## src/rtl/audctl_pkg.sv

```systemverilog
`timescale 1ns/1ps
package audctl_pkg;
  localparam int ADDR_W    = 8;
  localparam int DATA_W    = 40;
  localparam int N_BANDS   = 5;
  localparam int EQ_W      = 4;
  localparam int VOL_W     = 7;
  localparam int SEL_W     = 3;
  localparam int MODE_W    = 2;
  localparam int N_VOL     = 4;

  // data-word field positions (D0 is the first data bit on the wire)
  localparam int SEL_LSB   = 0;
  localparam int IN5L_BIT  = 3;
  localparam int IN5R_BIT  = 4;
  localparam int EQ_LSB    = 5;
  localparam int VOL_LSB   = EQ_LSB + N_BANDS * EQ_W;
  localparam int R_EN_BIT  = 32;
  localparam int L_EN_BIT  = 33;
  localparam int MODE_LSB  = 34;
  localparam int FRONT_BIT = 36;
  localparam int REAR_BIT  = 37;
  localparam int TEST_LSB  = 38;
  localparam int CFG_W     = TEST_LSB;

  localparam int SEL_MAX   = 4;
  localparam int EQ_MAX    = 10;
  localparam int EQ_FLAT   = 5;
  localparam int VOL_MUTE  = 80;

  localparam logic [ADDR_W-1:0] DEV_ADDR = 8'h41;

  typedef logic [VOL_W-1:0] vol_t;
  typedef logic [EQ_W-1:0]  eq_t;
  typedef logic [SEL_W-1:0] sel_t;
endpackage

```

## src/rtl/audctl_sync.sv

```systemverilog
`timescale 1ns/1ps
module audctl_sync #(
  parameter int WIDTH  = 3,
  parameter int STAGES = 2
) (
  input  logic             clk,
  input  logic             rst_n,
  input  logic [WIDTH-1:0] d,
  output logic [WIDTH-1:0] q
);
  logic [STAGES-1:0][WIDTH-1:0] pipe;

  always_ff @(posedge clk or negedge rst_n) begin
    if (!rst_n) begin
      pipe <= '0;
    end else begin
      pipe[0] <= d;
      for (int i = 1; i < STAGES; i++) pipe[i] <= pipe[i-1];
    end
  end

  assign q = pipe[STAGES-1];
endmodule

```

## src/rtl/audctl_rx.sv

```systemverilog
`timescale 1ns/1ps
module audctl_rx
  import audctl_pkg::*;
#(
  parameter int                ADW  = ADDR_W,
  parameter int                DW   = DATA_W,
  parameter int                OUTW = CFG_W,
  parameter logic [ADW-1:0]    MY_ADDR = DEV_ADDR
) (
  input  logic            clk,
  input  logic            rst_n,
  input  logic            ce_s,
  input  logic            sclk_s,
  input  logic            sdi_s,
  output logic            frame_stb,
  output logic [OUTW-1:0] frame_data
);
  localparam int CNT_W = $clog2(DW + 2);
  localparam logic [CNT_W-1:0] CNT_FULL = CNT_W'(DW);
  localparam logic [CNT_W-1:0] CNT_SAT  = CNT_W'(DW + 1);

  logic             ce_d, sclk_d;
  logic [ADW-1:0]   addr_sr;
  logic [DW-1:0]    data_sr;
  logic [CNT_W-1:0] bit_cnt;
  logic             sclk_rise, ce_rise, ce_fall;

  assign sclk_rise = sclk_s & ~sclk_d;
  assign ce_rise   = ce_s & ~ce_d;
  assign ce_fall   = ce_d & ~ce_s;

  always_ff @(posedge clk or negedge rst_n) begin
    if (!rst_n) begin
      ce_d    <= 1'b0;
      sclk_d  <= 1'b0;
      addr_sr <= '0;
      data_sr <= '0;
      bit_cnt <= '0;
    end else begin
      ce_d   <= ce_s;
      sclk_d <= sclk_s;
      if (sclk_rise) begin
        if (ce_s) begin
          data_sr <= {sdi_s, data_sr[DW-1:1]};
          if (bit_cnt != CNT_SAT) bit_cnt <= bit_cnt + 1'b1;
        end else begin
          addr_sr <= {sdi_s, addr_sr[ADW-1:1]};
        end
      end
      if (ce_rise) bit_cnt <= '0;
    end
  end

  assign frame_stb  = ce_fall && (addr_sr == MY_ADDR) && (bit_cnt == CNT_FULL)
                      && (data_sr[DW-1:OUTW] == '0);
  assign frame_data = data_sr[OUTW-1:0];
endmodule

```

## src/rtl/audctl_regs.sv

```systemverilog
`timescale 1ns/1ps
module audctl_regs
  import audctl_pkg::*;
#(
  parameter int NB = N_BANDS,
  parameter int NV = N_VOL
) (
  input  logic                  clk,
  input  logic                  rst_n,
  input  logic                  frame_stb,
  input  logic [CFG_W-1:0]      frame_data,
  output sel_t                  in_sel,
  output logic                  in5_l_on,
  output logic                  in5_r_on,
  output logic [NB*EQ_W-1:0]    eq_codes,
  output logic [NV*VOL_W-1:0]   vol_codes,
  output logic [MODE_W-1:0]     chan_mode
);
  sel_t sel_raw;
  vol_t vol_raw, vol_norm;

  assign sel_raw  = frame_data[SEL_LSB +: SEL_W];
  assign vol_raw  = frame_data[VOL_LSB +: VOL_W];
  assign vol_norm = (vol_raw >= vol_t'(VOL_MUTE)) ? vol_t'(VOL_MUTE) : vol_raw;

  always_ff @(posedge clk or negedge rst_n) begin
    if (!rst_n) begin
      in_sel    <= '0;
      in5_l_on  <= 1'b0;
      in5_r_on  <= 1'b0;
      chan_mode <= '0;
    end else if (frame_stb) begin
      if (sel_raw <= sel_t'(SEL_MAX)) in_sel <= sel_raw;
      in5_l_on  <= frame_data[IN5L_BIT];
      in5_r_on  <= frame_data[IN5R_BIT];
      chan_mode <= frame_data[MODE_LSB +: MODE_W];
    end
  end

  for (genvar b = 0; b < NB; b++) begin : g_band
    eq_t code_q;
    eq_t code_in;
    assign code_in = frame_data[EQ_LSB + b*EQ_W +: EQ_W];
    always_ff @(posedge clk or negedge rst_n) begin
      if (!rst_n)                                     code_q <= eq_t'(EQ_FLAT);
      else if (frame_stb && code_in <= eq_t'(EQ_MAX)) code_q <= code_in;
    end
    assign eq_codes[b*EQ_W +: EQ_W] = code_q;
  end

  // channel index: 0 left front, 1 left rear, 2 right front, 3 right rear
  for (genvar c = 0; c < NV; c++) begin : g_vol
    localparam int SIDE_BIT = (c < NV/2) ? L_EN_BIT : R_EN_BIT;
    localparam int POS_BIT  = (c % 2 == 0) ? FRONT_BIT : REAR_BIT;
    vol_t vol_q;
    always_ff @(posedge clk or negedge rst_n) begin
      if (!rst_n)
        vol_q <= vol_t'(VOL_MUTE);
      else if (frame_stb && frame_data[SIDE_BIT] && frame_data[POS_BIT])
        vol_q <= vol_norm;
    end
    assign vol_codes[c*VOL_W +: VOL_W] = vol_q;
  end
endmodule

```

## src/rtl/audctl_top.sv

```systemverilog
`timescale 1ns/1ps
module audctl_top
  import audctl_pkg::*;
#(
  parameter int SYNC_STAGES = 2
) (
  input  logic                    clk,
  input  logic                    rst_n,
  input  logic                    ce,
  input  logic                    sclk,
  input  logic                    sdi,
  output logic [SEL_W-1:0]        in_sel,
  output logic                    in5_l_on,
  output logic                    in5_r_on,
  output logic [N_BANDS*EQ_W-1:0] eq_codes,
  output logic [VOL_W-1:0]        vol_lf,
  output logic [VOL_W-1:0]        vol_lr,
  output logic [VOL_W-1:0]        vol_rf,
  output logic [VOL_W-1:0]        vol_rr,
  output logic [MODE_W-1:0]       chan_mode
);
  logic [2:0]             pins_s;
  logic                   frame_stb;
  logic [CFG_W-1:0]       frame_data;
  logic [N_VOL*VOL_W-1:0] vol_codes;

  audctl_sync #(.WIDTH(3), .STAGES(SYNC_STAGES)) u_sync (
    .clk (clk), .rst_n (rst_n), .d ({ce, sclk, sdi}), .q (pins_s)
  );

  audctl_rx u_rx (
    .clk        (clk),
    .rst_n      (rst_n),
    .ce_s       (pins_s[2]),
    .sclk_s     (pins_s[1]),
    .sdi_s      (pins_s[0]),
    .frame_stb  (frame_stb),
    .frame_data (frame_data)
  );

  audctl_regs u_regs (
    .clk        (clk),
    .rst_n      (rst_n),
    .frame_stb  (frame_stb),
    .frame_data (frame_data),
    .in_sel     (in_sel),
    .in5_l_on   (in5_l_on),
    .in5_r_on   (in5_r_on),
    .eq_codes   (eq_codes),
    .vol_codes  (vol_codes),
    .chan_mode  (chan_mode)
  );

  assign vol_lf = vol_codes[0*VOL_W +: VOL_W];
  assign vol_lr = vol_codes[1*VOL_W +: VOL_W];
  assign vol_rf = vol_codes[2*VOL_W +: VOL_W];
  assign vol_rr = vol_codes[3*VOL_W +: VOL_W];
endmodule

```

## config.mk

```make
export PLATFORM = sky130hd
export DESIGN_NAME = audctl_top
export DESIGN_NICKNAME = d
export VERILOG_FILES = /design/src/rtl/audctl_pkg.sv /design/src/rtl/audctl_sync.sv /design/src/rtl/audctl_rx.sv /design/src/rtl/audctl_regs.sv /design/src/rtl/audctl_top.sv
export SDC_FILE = /design/constraint.sdc
export NUM_CORES = 1
export LEC_CHECK = 0
export ABC_AREA = 1
export CORE_AREA = 4 4 99 101
export CTS_BUF_LIST = sky130_fd_sc_hd__clkbuf_4
export DETAILED_ROUTE_END_ITERATION = 8
export DIE_AREA = 0 0 103 105
export PLACE_DENSITY_LB_ADDON = 0.05
export SYNTH_ARGS = -nofsm -noshare
export SYNTH_HDL_FRONTEND = slang
export SYNTH_SLANG_ARGS = --single-unit
```

## constraint.sdc

```tcl
create_clock -name clk -period 1.85 [get_ports clk]
set_clock_uncertainty 0.1 [all_clocks]
set_input_delay 0.37 -clock clk [delete_from_list [all_inputs] [get_ports clk]]
set_output_delay 0.37 -clock clk [all_outputs]
set_load 0.005 [all_outputs]
```

==> impl_results.md, run 1 <==
- CP top delay family: flip-flops
- Nature of the critical path endpoint: primary output
- Worst hold path stage count: 1
- Worst Hold Class: input port to register
- Min Clock Period, post-route: around 1.8 ns
- Area Growth Syn to Fin: 25.5%
- Reg2reg path depth: 9
- P_leak: 3.42 nW
- DRT Pass-1 Iters: 4
- Clock sink total: 117
- CTS buffer count: 17
- Antenna Cells: 0
- Crit path launch type: register
- Grt ovf: 0
- Vias after detailed routing: 4055
- Non-filler cells, final: 793
- Wire per inst: 13.5 um
- Dpl cells: about 740
- Drt drc: 0
- WS Path Type: register to primary output
- Total of max-cap violations: 0
- Die area: 10800 um2
- Syn Area/Cell: 8.79 um2
- RR Endpoint: u_regs.g_vol[1].vol_q[2]
- Cells after synthesis: 575
- Mapped Nets: 583
- Leading area contributor after synthesis: dfrtp_1
- Hold Path End: u_sync.pipe[2]
- Gpl congestion: 0.794
- Crit path max fanout: 2
- H-tree depth: 4
- Clock slew at reported path FFs: ~0.11 ns
- Dpl cell area: 5840 um2
- Post-synth top area share: 49.0%
- Slew Limit Fails: 0
- Vias/cell: 5.11
- Seq cells post-synth: 117
- Worst Slack Setup Final: 0.0866 ns
- Worst vdd ir: 0.000699 V
- Crit-path slowest cell: dfstp_2
- Final nets: 677
- Post-DP HPWL: 6990 um
- Die span in x: approximately 100 um
- PD cells: 852 nW/um2
- Status: completed
- Final critical-path share of the clock period: 95.3%
- Yosys warning total: 0
- Core area: 9020 um2
- GRT Resource Usage Total: between 20% and 30%
- Vias in the first global route: between 3000 and 4000
- First-pass GRT wire length: 18000 um
- Hold Path Origin: ce
- Post-synth cell types: 24
- Routed Antenna Nets: 0
- Design Power: 5.40 mW
- Critical-path cell list: dlygate4sd2_1
- R2R setup slack: between 0.08 and 0.09 ns
- Post-Place Setup Slack: just under 0.08 ns
- Chip Height: 105 um
- Clock Latency Late Sink: 0.51 ns
- Initial Util: between 50% and 60%
- Worst slew pin tran: 0.622 ns
- CP required: roughly 1.4 ns
- Layout cells sized above 1: 16.6%
- Hold Fails Final Rpt: 0
- Netlist Area Pre-Place: 5050 um2
- Root buffer cell: clkbuf_4
- TritonCTS clock tree: built
- Pin count of the biggest net entering global routing: 118
- Layout fillers: ~760
- Max incr delay on CP: 0.55 ns
- Sequential fraction of the synthesis area: 58.4%
- Initial antenna violation count: 0
- Rows: 35
- Fmax achieved: about 570 MHz
- Arrival time worst endpoint: 1.29 ns
- Final instance area: 6340 um2
- CP Buf/Inv Count: 1
- Top cells by area, synth: dfrtp_1 49%, nand2_1 13%, dfstp_2 9.4%
- Final setup viols: 0
- DRT Wirelength: 10700 um
- PortBufs: 59
- Clk buf depth: 2
- Reg2reg start: u_rx.bit_cnt[1]
- Ports: 60
- Rel. slew slack: around three fifths
- DR iter-0 viols: 251
registers in the layout (all words and copies together) (netlist names), 2 cells and up:
| name | cells |
|---|---|
| u_rx.data_sr | 40 |
| u_regs.g_vol.vol_q | 28 |
| u_regs.g_band.code_q | 20 |
| u_rx.addr_sr | 8 |
| u_rx.bit_cnt | 6 |
| u_regs.in_sel | 3 |
| u_sync.pipe | 3 |
| u_sync.q | 3 |
| u_regs.chan_mode | 2 |
power breakdown:
group          internal (mW)  switching, mW
sequential              2.65          0.134
clock                   1.22          0.989
combinational          0.138          0.268
routing by layer:
layer | part of all wire [%] | global-route usage [%]
met1 | 44 | 27.3
met2 | 50 | 34.7
met3 | 4.6 | 4.87
met4 | 1.2 | 6.29
met5 | 0 | 0
cells in the final DEF, fill, tap and decap left out, drive strengths merged, types with 3 or more instances in the layout:
cell type and n:
dfrtp 99, a21oi 9, nand4 42, ha 3
clkbuf 18, clkdlybuf4s50 3, dlygate4sd2 55, bufinv 5
nor2 24, dfstp 18, inv 94, nand2 170
o21ai 60, clkinv 7, nand3 31, buf 37
kinds of logic after synthesis:
logic type,share of synthesized area [%]
AND/OR/NAND/NOR,24.6
flip-flops,58.4
buffers and inverters,9.11
AO/OA/AOI/OAI,6.84
adder cells (fa/ha/maj),0.743
XOR/XNOR,0.347
cells in the mapped netlist:
library cell and n:
nor2_1 18, nand3b_1 1, nand4_1 38, nand3_1 29, nand4_2 4, buf_1 2, buf_2 5, ha_1 3
buf_6 3, nor2_2 1, xor2_1 2, clkbuf_1 11, dfstp_2 18, nand2_1 169, dfrtp_1 99, nand2_2 1
inv_1 89, a21oi_1 9, o21ai_1 4, inv_2 5, nor3_2 1, nand3_2 2, nor2_4 5, o21ai_0 56
per-stage QoR:
stage	TNS, ns	util (%)	hold slack, ns
2_1_floorplan	0	-	-0.0256
3_3_place_gp	0	64.8	0.238
3_5_place_dp	0	64.8	0.243
4_1_cts	0	69.2	0.150
5_1_grt	-0.0625	70.3	0.148
6_report	0	70.3	0.185
worst max-delay path by stage:
stage          slack, ns                      from                         end  depth (start not counted)
2_1_floorplan       0.14           u_rx.bit_cnt[0]  u_regs.g_band[2].code_q[1]                         10
3_3_place_gp        0.15           u_rx.bit_cnt[1]    u_regs.g_vol[1].vol_q[0]                          9
3_5_place_dp        0.08           u_rx.bit_cnt[0]    u_regs.g_vol[1].vol_q[5]                          9
4_1_cts             0.05           u_rx.bit_cnt[0]    u_regs.g_vol[1].vol_q[5]                          9
5_1_grt            -0.03           u_rx.bit_cnt[1]    u_regs.g_vol[1].vol_q[2]                          9
6_report            0.09  u_regs.g_vol[1].vol_q[6]                   vol_lr[6]                          1
area by class of cell:
cell class	instances	area (um2)	share of cell area [%]
clock inverter	14	209	3.30
multi-input combinational	343	1710	27.0
sequential	117	2950	46.5
timing repair buffer	96	841	13.3
tap	111	139	2.19
inverter	94	353	5.57
clock buffer	18	135	2.13
timing repair:
item / 4_1_cts / 5_1_grt
setup endpoints to repair: 55 / 45
endpoints found under the hold margin: 99 / 0
setup buffers: 15 / 4
hold buffers: 1 / 0
pin swaps: 0 / 7
gates resized for setup: 55 / 15
Note: power is estimated with default switching activity, not from simulation.
==> inputs of run 2 (changes only) <==
Settings changed: CORE_AREA 4 4 99 101 to 4 4 96 98, DIE_AREA 0 0 103 105 to 0 0 100 102.
Clock period 1.85 ns to 2.07 ns, I/O delays scaled along.
==> impl_results.md, run 2 (same netlist as run 1, synthesis figures left out) <==
- Gpl congestion: 0.797
- Ports: 60
- H-tree depth: 4
- Worst vdd ir: 0.000430 V
- Crit path launch type: register
- TritonCTS clock tree: built
- Crit path max fanout: 2
- Most frequent cells in the layout: 169 x nand2_1, 99 x dfrtp_1, 89 x inv_1, 56 x o21ai_0, 40 x clkdlybuf4s50_1
- First-pass GRT wire length: between 15000 and 20000 um
- Layout fillers: roughly 670
- Crit-path slowest cell: clkdlybuf4s50_1
- Slew Limit Fails: 0
- CP Buf/Inv Count: 1
- Die span in x: 100 um
- Clk buf depth: 2
- DRT Wirelength: 10400 um
- Hold Fails Final Rpt: 0
- Die area: 10200 um2
- Clock slew at reported path FFs: 0.10 ns
- Biggest registers after layout: u_rx.data_sr x40, u_regs.g_vol.vol_q x28, u_regs.g_band.code_q x20
- Initial Util: 59.7%
- Core area: 8470 um2
- PortBufs: 59
- Critical path depth: 1
- Area Growth Syn to Fin: 19.5%
- Worst hold path stage count: 1
- Max reg flops: 40
- Dpl cells: 729
- Reg2reg path depth: 8
- Drt drc: 0
- Nature of the critical path endpoint: primary output
- Worst Hold Class: input port to register
- Worst Slack Setup Final: about 0.15 ns
- Design Power: 4.20 mW
- Grt ovf: 0
- Reg2reg start: u_rx.bit_cnt[0]
- R2R setup slack: 0.16 ns
- Wire per inst: ~14 um
- Vias/cell: 5.13
- Hold Path Origin: sclk
- Final setup viols: 0
- Fmax achieved: 521 MHz
- CP required: 1.56 ns
- Clock sink total: 117
- Rows: 34
- Root buffer cell: clkbuf_4
- Routed Antenna Nets: 0
- Final critical-path share of the clock period: 92.7%
- Min Clock Period, post-route: 1.92 ns
- PD cells: 695 nW/um2
- Layout cells sized above 1: 12.0%
- RSZ-0062 raised after global routing: yes
- Non-filler cells, final: 766
- Rel. slew slack: 56.7%
- Arrival time worst endpoint: ~1.4 ns
- DRT Pass-1 Iters: 5
- Fin Setup TNS: 0 ns
- Vias in the first global route: 3784
- CTS buffer count: 17
- Max incr delay on CP: 0.52 ns
- Hold Path End: u_sync.pipe[1]
- GRT Resource Usage Total: 22.1%
- Register bank with the most flops: u_rx.data_sr
- Status: completed
- Total of max-cap violations: 0
- P_leak: 3.05 nW
- Hold Slack: 0.245 ns
- DR iter-0 viols: between 150 and 200
- Worst slew pin tran: ~0.65 ns
- Vias after detailed routing: 3930
- Post-Place Setup Slack: 0.0777 ns
- Final nets: 653
- Antenna Cells: 0
- Pin count of the biggest net entering global routing: 44
- CP top delay family: buffers and inverters
- RR Endpoint: u_regs.g_band[0].code_q[3]
- Commonest non-fill, non-tap cell in the layout: nand2_1
- Initial antenna violation count: 0
- Post-DP HPWL: about 7200 um
- Clock Latency Late Sink: roughly 0.50 ns
- Chip Height: 102 um
- WS Path Type: register to primary output
- Critical-path cell list: clkdlybuf4s50_1
[run 2: worst register-to-register path, cell delays in order (launching register included)]
cell	delay, ns
dfrtp_1	0.44
inv_1	0.15
ha_1	0.18
nand3_1	0.13
nor2_4	0.16
buf_4	0.19
nand3_2	0.20
nor2_1	0.20
a21oi_1	0.06
[run 2: routing by layer]
metal	global-route usage, %	vias to the layer above	part of all wire, %
li1	-	1970	-
met5	0	-	0
met4	8.60	0	2.2
met3	5.80	23	4.4
met1	29.5	1851	45
met2	34.9	86	49
[run 2: worst max path at each step]
stage | start | endpoint | slack, ns
detailed placement | u_rx.bit_cnt[0] | u_regs.g_band[0].code_q[3] | 0.08
CTS | u_rx.bit_cnt[0] | u_regs.g_band[0].code_q[3] | 0.07
floorplan | u_rx.bit_cnt[0] | u_regs.g_band[2].code_q[1] | 0.36
finish | u_regs.in_sel[1] | in_sel[1] | 0.15
global placement | u_rx.addr_sr[7] | u_regs.g_band[3].code_q[3] | 0.10
global route | u_rx.bit_cnt[0] | u_regs.g_vol[1].vol_q[2] | -0.01
[run 2: stage by stage]
stage	utilization [%]	area, um2
after floorplan	-	5050
after global placement	68.2	5770
after detailed placement	68.2	5770
after CTS	71.0	6010
after global routing	71.3	6040
final	71.3	6040
[run 2: report_power, final]
| group | switching [mW] | leakage [nW] | internal [mW] | total [mW] |
|---|---|---|---|---|
| sequential | 0.114 | 1.53 | 2.37 | 2.48 |
| combinational | 0.214 | 1.39 | 0.0911 | 0.305 |
| clock | 0.815 | 0.125 | 0.592 | 1.41 |
| total | 1.14 | 3.05 | 3.05 | 4.20 |
[run 2: area by class of cell]
cell class	count	area, um2	area share (%)
Inverter	94	353	5.84
Clock inverter	13	91.3	1.51
Tap cell	108	135	2.24
Timing Repair Buffer	72	716	11.9
Clock buffer	19	143	2.36
Sequential cell	117	2950	48.9
Multi-Input combinational cell	343	1650	27.3
[run 2: repair_timing]
action,CTS,global route
gates cloned,0,0
resized for setup,18,1
buffers inserted,2,2
hold endpoints to repair,27,0
pin swaps,0,1
hold buffers,1,0
endpoints found under the setup margin,18,7
